==> src/rtl/omega_pkg.sv <==
package omega_pkg;

  // Left rotation of a line index by one bit within lg bits.
  function automatic int unsigned shuffle_idx(input int unsigned idx,
                                              input int unsigned lg);
    int unsigned mask;
    mask = (32'd1 << lg) - 32'd1;
    return ((idx << 1) | (idx >> (lg - 1))) & mask;
  endfunction

endpackage

==> src/rtl/omega_switch.sv <==
module omega_switch #(
  parameter int LG  = 3,
  parameter int DW  = 8,
  parameter int SEL = 2
) (
  input  logic          up_v,
  input  logic [LG-1:0] up_d,
  input  logic [DW-1:0] up_dat,
  input  logic [LG-1:0] up_src,
  input  logic          lo_v,
  input  logic [LG-1:0] lo_d,
  input  logic [DW-1:0] lo_dat,
  input  logic [LG-1:0] lo_src,
  output logic [1:0]    o_v,
  output logic [1:0][LG-1:0] o_d,
  output logic [1:0][DW-1:0] o_dat,
  output logic [1:0][LG-1:0] o_src,
  output logic          conflict,
  output logic          drop_v,
  output logic [LG-1:0] drop_src
);

  logic up_bit;
  logic lo_bit;
  logic clash;

  assign up_bit = up_d[SEL];
  assign lo_bit = lo_d[SEL];
  assign clash  = up_v && lo_v && (up_bit == lo_bit);

  always_comb begin
    o_v      = '0;
    o_d      = '0;
    o_dat    = '0;
    o_src    = '0;
    drop_v   = 1'b0;
    drop_src = '0;
    if (up_v) begin
      o_v[up_bit]   = 1'b1;
      o_d[up_bit]   = up_d;
      o_dat[up_bit] = up_dat;
      o_src[up_bit] = up_src;
    end
    if (lo_v) begin
      if (clash) begin
        drop_v   = 1'b1;
        drop_src = lo_src;
      end else begin
        o_v[lo_bit]   = 1'b1;
        o_d[lo_bit]   = lo_d;
        o_dat[lo_bit] = lo_dat;
        o_src[lo_bit] = lo_src;
      end
    end
  end

  assign conflict = clash;

endmodule

==> src/rtl/omega_stage.sv <==
module omega_stage #(
  parameter int LG  = 3,
  parameter int DW  = 8,
  parameter int SEL = 2
) (
  input  logic [(1<<LG)-1:0]         in_v,
  input  logic [(1<<LG)-1:0][LG-1:0] in_d,
  input  logic [(1<<LG)-1:0][DW-1:0] in_dat,
  input  logic [(1<<LG)-1:0][LG-1:0] in_src,
  output logic [(1<<LG)-1:0]         out_v,
  output logic [(1<<LG)-1:0][LG-1:0] out_d,
  output logic [(1<<LG)-1:0][DW-1:0] out_dat,
  output logic [(1<<LG)-1:0][LG-1:0] out_src,
  output logic [(1<<LG)/2-1:0]       conf,
  output logic [(1<<LG)-1:0]         drop_mask
);

  localparam int N    = 1 << LG;
  localparam int HALF = N / 2;

  logic [N-1:0]         sh_v;
  logic [N-1:0][LG-1:0] sh_d;
  logic [N-1:0][DW-1:0] sh_dat;
  logic [N-1:0][LG-1:0] sh_src;

  logic [HALF-1:0]         sw_drop_v;
  logic [HALF-1:0][LG-1:0] sw_drop_src;

  // Perfect-shuffle link pattern ahead of the switch column.
  for (genvar i = 0; i < N; i++) begin : g_shuffle
    localparam int TGT = int'(omega_pkg::shuffle_idx(i, LG));
    assign sh_v[TGT]   = in_v[i];
    assign sh_d[TGT]   = in_d[i];
    assign sh_dat[TGT] = in_dat[i];
    assign sh_src[TGT] = in_src[i];
  end

  for (genvar j = 0; j < HALF; j++) begin : g_sw
    logic [1:0]         o_v;
    logic [1:0][LG-1:0] o_d;
    logic [1:0][DW-1:0] o_dat;
    logic [1:0][LG-1:0] o_src;

    omega_switch #(.LG(LG), .DW(DW), .SEL(SEL)) u_sw (
      .up_v     (sh_v[2*j]),
      .up_d     (sh_d[2*j]),
      .up_dat   (sh_dat[2*j]),
      .up_src   (sh_src[2*j]),
      .lo_v     (sh_v[2*j+1]),
      .lo_d     (sh_d[2*j+1]),
      .lo_dat   (sh_dat[2*j+1]),
      .lo_src   (sh_src[2*j+1]),
      .o_v      (o_v),
      .o_d      (o_d),
      .o_dat    (o_dat),
      .o_src    (o_src),
      .conflict (conf[j]),
      .drop_v   (sw_drop_v[j]),
      .drop_src (sw_drop_src[j])
    );

    assign out_v[2*j]     = o_v[0];
    assign out_v[2*j+1]   = o_v[1];
    assign out_d[2*j]     = o_d[0];
    assign out_d[2*j+1]   = o_d[1];
    assign out_dat[2*j]   = o_dat[0];
    assign out_dat[2*j+1] = o_dat[1];
    assign out_src[2*j]   = o_src[0];
    assign out_src[2*j+1] = o_src[1];
  end

  always_comb begin
    drop_mask = '0;
    for (int j = 0; j < HALF; j++) begin
      if (sw_drop_v[j]) drop_mask[sw_drop_src[j]] = 1'b1;
    end
  end

endmodule

==> src/rtl/omega_net.sv <==
module omega_net #(
  parameter int LG = 3,
  parameter int DW = 8
) (
  input  logic                     clk,
  input  logic                     rst_n,
  input  logic [(1<<LG)-1:0]       in_valid,
  input  logic [(1<<LG)*LG-1:0]    in_dest,
  input  logic [(1<<LG)*DW-1:0]    in_data,
  output logic [(1<<LG)-1:0]       out_valid,
  output logic [(1<<LG)*DW-1:0]    out_data,
  output logic [LG*(1<<LG)/2-1:0]  out_conflict,
  output logic [(1<<LG)-1:0]       out_dropped
);

  localparam int N    = 1 << LG;
  localparam int HALF = N / 2;
  localparam int NSW  = LG * HALF;

  logic [LG:0][N-1:0]         ln_v;
  logic [LG:0][N-1:0][LG-1:0] ln_d;
  logic [LG:0][N-1:0][DW-1:0] ln_dat;
  logic [LG:0][N-1:0][LG-1:0] ln_src;
  logic [LG-1:0][HALF-1:0]    st_conf;
  logic [LG-1:0][N-1:0]       st_drop;

  logic [N-1:0]     nxt_valid;
  logic [N*DW-1:0]  nxt_data;
  logic [NSW-1:0]   nxt_conflict;
  logic [N-1:0]     nxt_dropped;

  // Unpack the source lines; each packet remembers its own source index.
  for (genvar i = 0; i < N; i++) begin : g_in
    assign ln_v[0][i]   = in_valid[i];
    assign ln_d[0][i]   = in_dest[i*LG +: LG];
    assign ln_dat[0][i] = in_data[i*DW +: DW];
    assign ln_src[0][i] = LG'(i);
  end

  // Column s routes on destination bit LG-1-s (most significant first).
  for (genvar s = 0; s < LG; s++) begin : g_col
    omega_stage #(.LG(LG), .DW(DW), .SEL(LG-1-s)) u_stage (
      .in_v      (ln_v[s]),
      .in_d      (ln_d[s]),
      .in_dat    (ln_dat[s]),
      .in_src    (ln_src[s]),
      .out_v     (ln_v[s+1]),
      .out_d     (ln_d[s+1]),
      .out_dat   (ln_dat[s+1]),
      .out_src   (ln_src[s+1]),
      .conf      (st_conf[s]),
      .drop_mask (st_drop[s])
    );
  end

  always_comb begin
    nxt_valid    = ln_v[LG];
    nxt_data     = '0;
    nxt_conflict = '0;
    nxt_dropped  = '0;
    for (int p = 0; p < N; p++) begin
      nxt_data[p*DW +: DW] = ln_dat[LG][p];
    end
    for (int s = 0; s < LG; s++) begin
      nxt_dropped = nxt_dropped | st_drop[s];
      for (int j = 0; j < HALF; j++) begin
        nxt_conflict[s*HALF + j] = st_conf[s][j];
      end
    end
  end

  always_ff @(posedge clk or negedge rst_n) begin
    if (!rst_n) begin
      out_valid    <= '0;
      out_data     <= '0;
      out_conflict <= '0;
      out_dropped  <= '0;
    end else begin
      out_valid    <= nxt_valid;
      out_data     <= nxt_data;
      out_conflict <= nxt_conflict;
      out_dropped  <= nxt_dropped;
    end
  end


  conservation_chk: assert property (@(posedge clk) disable iff (!rst_n)
    rst_n |=> ($countones(out_valid) + $countones(out_dropped)
               == $countones($past(in_valid))));


  drop_from_valid_chk: assert property (@(posedge clk) disable iff (!rst_n)
    rst_n |=> ((out_dropped & ~$past(in_valid)) == '0));


  drop_per_conflict_chk: assert property (@(posedge clk) disable iff (!rst_n)
    $countones(out_dropped) == $countones(out_conflict));


  idle_quiet_chk: assert property (@(posedge clk) disable iff (!rst_n)
    (rst_n && in_valid == '0) |=> (out_valid == '0 && out_conflict == '0
                                   && out_dropped == '0));

endmodule

==> config.mk <==
export PLATFORM = sky130hd
export DESIGN_NAME = omega_net
export DESIGN_NICKNAME = d
export VERILOG_FILES = /design/src/rtl/omega_pkg.sv /design/src/rtl/omega_switch.sv /design/src/rtl/omega_stage.sv /design/src/rtl/omega_net.sv
export SDC_FILE = /design/constraint.sdc
export NUM_CORES = 1
export LEC_CHECK = 0
export BUFFER_PORTS_ARGS = -buffer_cell sky130_fd_sc_hd__clkbuf_2
export CAP_MARGIN = 20
export CORE_MARGIN = 3
export CORE_UTILIZATION = 45
export CTS_CLUSTER_DIAMETER = 200
export CTS_CLUSTER_SIZE = 24
export DETAILED_ROUTE_END_ITERATION = 8
export GPL_ROUTABILITY_DRIVEN = 1
export PLACE_DENSITY = 0.73
export SLEW_MARGIN = 20
export SYNTH_ARGS = -nofsm -noshare
export SYNTH_HDL_FRONTEND = slang
export SYNTH_SLANG_ARGS = --single-unit
==> constraint.sdc <==
create_clock -name clk -period 0.8 [get_ports clk]
set_input_delay 0.2 -clock clk [delete_from_list [all_inputs] [get_ports clk]]
set_output_delay 0.2 -clock clk [all_outputs]
set_load 0.005 [all_outputs]
# [Yosys cells after proc, flatten, opt, wreduce, memory -nomap -nowiden]
# Index checks and enable logic that the tools add are counted.
[classes] add_sub_neg=0 n_mul=0 n_div=0 order_cmp=72 eq_ne=12 shift=0 muxes=345 n_bitwise=52 n_reduce_logical=60
[ops] operator="$mux 16" count=36
[ops] operator="$mux 8" count=36
[ops] operator="$and 16x16->16" count=12
[ops] operator="$bwmux 16" count=12
[ops] operator="$demux 8 s1" count=24
[ops] operator="$mux 6" count=28
[ops] operator="$mux 3" count=40
[ops] operator="$or 8x8->8" count=11
[ops] operator="$mux 2" count=36
[ops] operator="$and 6x6->6" count=10
[ops] operator="$bwmux 6" count=10
[ops] operator="$logic_and 1x1->1" count=60
[ops] operator="$mux 1" count=60
[ops] operator="$demux 3 s1" count=16
[ops] operator="$lt 1x2->1 const B" count=24
[ops] operator="$lt 3x4->1 const B" count=12
[ops] operator="$demux 1 s3" count=12
[ops] operator="$ge 3x1->1 const B" count=12
[ops] operator="$mux 4" count=9
[ops] operator="$demux 1 s1" count=24
[ops] operator="$ge 1x1->1 const B" count=24
[ops] operator="$or 2x2->2" count=12
[ops] operator="$eq 1x1->1" count=12
[ops] operator="$mux 5" count=2
[ops] operator="4 further kinds" count=7
[totals] ff_bits=92 latch_bits=0 mem_bits_rw=0 romBits=0 input_bits=98 out_inout_bits=92 wordCells=545 memories=0

# [Logic depth before layout (Yosys ltp)]
[depth] ltp_word=34 depth_mapped=9 ltp_nobuf=7

# [Cells and area by module]
# Synthesis repeated with hierarchy kept, for this count alone.
[hier_totals] cells_unflattened=1356 area_unflattened_um2=11224.5
[modules_own_cells] mod="omega_switch" n_inst=12 cells_each=94 area_per_inst_um2=665.6 seq_area_each_um2=0.0
[modules_own_cells] mod="omega_net" n_inst=1 cells_each=102 area_per_inst_um2=2359.8 seq_area_each_um2=2302.2
[modules_own_cells] mod="omega_stage at g_col[2].u_stage" n_inst=1 cells_each=44 area_per_inst_um2=302.8 seq_area_each_um2=0.0
[modules_own_cells] mod="omega_stage at g_col[1].u_stage" n_inst=1 cells_each=42 area_per_inst_um2=290.3 seq_area_each_um2=0.0
[modules_own_cells] mod="omega_stage at g_col[0].u_stage" n_inst=1 cells_each=40 area_per_inst_um2=284.0 seq_area_each_um2=0.0

# [Worst setup path before layout]
# No wires, ideal clock.
[synth_path] path_type="input -> register" from="input in_dest[5]" to="register out_dropped[7]" setup_ps=131 arrival_time_ps=1939 t_required_ps=669 setup_slack_ps=-1270 cell_stages=8 path_buffers=1 cell_sequence="buf_2 > or3b_2 > o31ai_2 > mux2i_1 > xor2_1 > o21ai_1 > o22ai_1 > or3_1"
[synth_between] elab_chain_len=34 word_cells_on_any_way=164 classes_between="20 x order compare; 7 x eq/ne; 95 x mux; 19 x bitwise; 23 x reduce/logical"
[synth_lines] element="start: declaration" line="omega_net.sv:8" rtl="input logic [(1<<LG)*LG-1:0] in_dest,"
[synth_lines] element="$lt 1x2->1 (implied by the code) / $ge 1x1->1 (equally long branches)" line="omega_switch.sv:39, omega_switch.sv:40, omega_switch.sv:42"
[synth_lines] element="$logic_and 1x1->1 (implied by the code)" line="omega_switch.sv:39, omega_switch.sv:40, omega_switch.sv:42"
[synth_lines] element="$mux 3 (implied by the code)" line="omega_switch.sv:40, omega_switch.sv:42"
[synth_lines] element="$demux 3 s1" line="omega_switch.sv:40, omega_switch.sv:42"
[synth_lines] element="$and 6x6->6 (no line)"
[synth_lines] element="$mux 6" line="omega_switch.sv:38" rtl="if (up_v) begin"
[synth_lines] element="$bwmux 6" line="omega_switch.sv:50" rtl="o_d[lo_bit] = lo_d;"
[synth_lines] element="$mux 6" line="omega_switch.sv:45" rtl="if (clash) begin"
[synth_lines] element="(+19 left out)"
[synth_lines] element="$or 8x8->8 (no line)"
[synth_lines] element="$mux 8" line="omega_stage.sv:75" rtl="if (sw_drop_v[j]) drop_mask[sw_drop_src[j]] = 1'b1;"
[synth_lines] element="$or 8x8->8 (no line)"
[synth_lines] element="$mux 8" line="omega_stage.sv:75"
[synth_lines] element="$or 8x8->8 (no line)"
[synth_lines] element="$mux 8" line="omega_stage.sv:75"
[synth_lines] element="$or 8x8->8 (*)" line="omega_net.sv:65" rtl="nxt_dropped = nxt_dropped | st_drop[s];"
[synth_lines] element="via nxt_dropped[7]" line="omega_net.sv:30" rtl="logic [N-1:0] nxt_dropped;"
[synth_lines] element="end signal: assignment" line="omega_net.sv:82" rtl="out_dropped <= nxt_dropped;"
[synth_lines] element="end: declaration" line="omega_net.sv:13" rtl="output logic [(1<<LG)-1:0] out_dropped"
# The timed path passes the listed nets; every way through them passes the cells marked *.

# [Final worst setup path]
[layout_path] from="input in_dest[11]" to="register out_dropped[7]"
[layout_between] elab_chain_len=32 word_cells_on_any_way=150 classes_between="20 x order compare; 7 x eq/ne; 87 x mux; 13 x bitwise; 23 x reduce/logical"
[layout_lines] element="$lt 1x2->1 (implied by the code) / $ge 1x1->1 (equally long branches)" line="omega_switch.sv:39, omega_switch.sv:40, omega_switch.sv:42"
[layout_lines] element="$logic_and 1x1->1 (implied by the code)" line="omega_switch.sv:39, omega_switch.sv:40, omega_switch.sv:42"
[layout_lines] element="$mux 3 (implied by the code)" line="omega_switch.sv:40, omega_switch.sv:42"
[layout_lines] element="$demux 3 s1" line="omega_switch.sv:40, omega_switch.sv:42"
[layout_lines] element="$and 6x6->6 (no line)"
[layout_lines] element="$mux 6" line="omega_switch.sv:38"
[layout_lines] element="$bwmux 6" line="omega_switch.sv:50"
[layout_lines] element="$mux 6" line="omega_switch.sv:45"
[layout_lines] element="(+17 left out)"
[layout_lines] element="$or 8x8->8 (no line)"
[layout_lines] element="$mux 8" line="omega_stage.sv:75"
[layout_lines] element="$or 8x8->8 (no line)"
[layout_lines] element="$mux 8" line="omega_stage.sv:75"
[layout_lines] element="$or 8x8->8 (no line)"
[layout_lines] element="$mux 8" line="omega_stage.sv:75"
[layout_lines] element="$or 8x8->8 (*)" line="omega_net.sv:65"
[layout_lines] element="via nxt_dropped[7]" line="omega_net.sv:30"
# Marked as above.

==> impl_results.md <==
* Row count at 39
* WL final at 34.8 mm
* Max Clock Freq at 0.532 GHz
* Post-synth EDFFs at 0
* CTS root buf: clkbuf_16
* Slew @ Worst Pin at 693 ps
* Vias at between 8000 and 9000
* Critical Path Sink Type: flop
* Share of cells above drive strength 1 at 0.673
* Crit-path max cell delay at approximately 420 ps
* Fin area at approximately 11000 µm²
* Clock tree buffer depth at 2
* Overall Power at 15700 µW
* Crit path time final at ~1900 ps
* Antenna viol nets, final at 0
* Required @ worst endpoint at between 1000 and 1500 ps
* Chip height at roughly 120 µm
* RePlAce Congestion at between 1 and 1.5
* Crit path max-delay family: simple AND/OR/NAND/NOR gates
* Initial core utilization at 0.473
* DRT iter0 DRCs at 1683
* Fin crit share at 2.35
* Max-slew violation count at 0
* Sequential cell area at 2300 µm²
* Startpoint types: primary input
* DPL Wire Length at 19.3 mm
* CP startpoint: in_dest[11]
* PwrDens at around 1500 nW/µm²
* Yosys top cell area share at 0.414
* Critical path type: in -> reg
* Clock sink count at 92
* H-tree Lvls at 3
* Largest net degree at the start of global routing at between 40 and 50
* Main synth FF type: dfrtp_1
* Initial antenna violation count at 1
* Synth unique cells at 68
* Via/cell ratio at ~7.2
* Footprint of the multi-input gates at around 4500 µm²
* Die width at approximately 120 µm
* Leading cell types in the layout, fill and taps excluded: buf_4, clkbuf_2, dfrtp_1
* Class of the worst hold path: in -> reg
* Crit path max fanout at 8
* Gr ovfl total at 0
* Core ar. at roughly 12000 µm²
* VDD IR-drop max at 0.00156 V
* Post-synthesis cell area at approximately 5600 µm²
* Slowest-stage cell, CP: or3_1
* Final setup viols at 178
* Register area share after synthesis at 0.414
* Wire per inst at approximately 30 µm
* Area Growth Syn to Fin at 94.8%
* All-Layer GR Usage at 0.416
* CP arrival at about 2100 ps
* Final hold viol count at 0
* Avg Inst Size Synth at 9.61 µm²
* Commonest non-fill, non-tap cell in the layout: buf_4
* Top post-synthesis cells by area: dfrtp_1, o22a_1, o22ai_1, a22oi_1, nand2_1
* CP Cell Sequence: clkbuf_16 -> buf_6 -> nor4bb_2 -> a41oi_2 -> mux2i_2 -> xor2_1 -> o21ai_2 -> o22ai_1 -> or3_1
* Syn nets at 677
* Clock transition at the registers of the reported paths at approximately 70 ps
* Slew headroom at 0.538
* Final worst slack at -1080 ps
* NumNets Final at ~1100
* RSZ-0062 raised after global routing: yes
* Residual DRC count at 0
* Yosys reg bits at 92
* IO Pins at between 150 and 200
* Run status: finished with violations
* Pre-antenna DRT Iters at 7
* DP Area at 8250 µm²
* Port bufs at between 150 and 200
* Num CTS Buffers at 9
* HP Start: in_valid[0]
* First-pass GRT wire length at ~43 mm
* Ys async rst share at 1.00
* Dominant cell type by area after synthesis: dfrtp_1
* WP buf/inv at 2
* Die footprint at 13700 µm²
* Mapped Cells at a little under 600
* CTS tree: done
* Setup TNS at -89670 ps
* Leak pwr at between 0.004 and 0.005 µW
* Fillcell total at around 400
* Failing checks: setup timing
* Yosys warning count at 0
* Vias in the first global route at 7473
* Max_cap viols at 0
* Hold_ws at about 220 ps
-- flip-flops by register name (all words and copies together), names as in the netlist --
| signal | flops |
|---|---|
| out_dropped | 8 |
| out_valid | 8 |
| out_data | 64 |
| out_conflict | 12 |
-- worst paths after layout --
path                       cells past startpoint              end
hold / removal                                 3  out_conflict[0]
max in group asynchronous                      3     out_data[52]
min in group asynchronous                      3  out_conflict[0]
setup / recovery                               9   out_dropped[7]
-- Yosys cell counts, drive strengths merged (5+ instances only) --
cell and number:
dfrtp 92, o22ai 71, a22oi 59, o22a 54, nand2 38, nor2 28, clkbuf 23, buf 19
nand2b 16, nand3 13, a21oi 12, a31oi 12, nor2b 12, inv 10, nand3b 9, and3 8
o21ai 8, a221o 7, o31a 7, o31ai 6, and2 5, mux2i 5, xnor2 5
-- cell type report --
type | instances | share of cell area
flip-flops and latches | 92 | 0.212
repair buffers | 455 | 0.326
well taps | 164 | 0.0189
inverters | 10 | 0.00381
multi-input cells | 436 | 0.411
diodes | 1 | 0.000231
clock inverters | 7 | 0.00600
clock buffers | 9 | 0.0208
-- logic make-up after synthesis --
logic type / Yosys count / synth area share
other cells: 1 / 0.000674
flops: 92 / 0.414
simple gates: 150 / 0.147
compound gates: 267 / 0.365
mux: 8 / 0.0164
xor+xnor: 9 / 0.0142
buf+inv: 52 / 0.0430
-- report_power, final --
part / switching, µW / total (µW) / internal (µW)
Combinational: 3440 / 6360 / 2920
Clock: 2110 / 4300 / 2190
Sequential: 128 / 5060 / 4930
-- what timing repair did --
action | CTS | global route
endpoints found under the hold margin | 92 | 0
hold buffers | 1 | 0
pin swaps | 62 | 76
resized for setup | 220 | 142
setup buffers | 46 | 43
setup endpoints to repair | 178 | 178
gates cloned | 6 | 3
-- metal layers --
metal | global-route usage | share of wire | vias to the layer above
li1 | - | - | 3163
met1 | 0.504 | 0.32 | 3844
met2 | 0.666 | 0.42 | 1027
met3 | 0.112 | 0.15 | 386
met4 | 0.239 | 0.11 | 0
met5 | 0 | 0 | -
-- metrics by stage --
step	setup WS, ps	std cells	utilization
after CTS	-832	1147	0.854
after detailed placement	-1310	1085	0.702
after global routing	-1040	1174	0.922
final	-1080	1174	0.922
after floorplan	-1180	579	-
after global placement	-1260	1085	0.702
No activity file was read; power rests on OpenSTA's default activity.
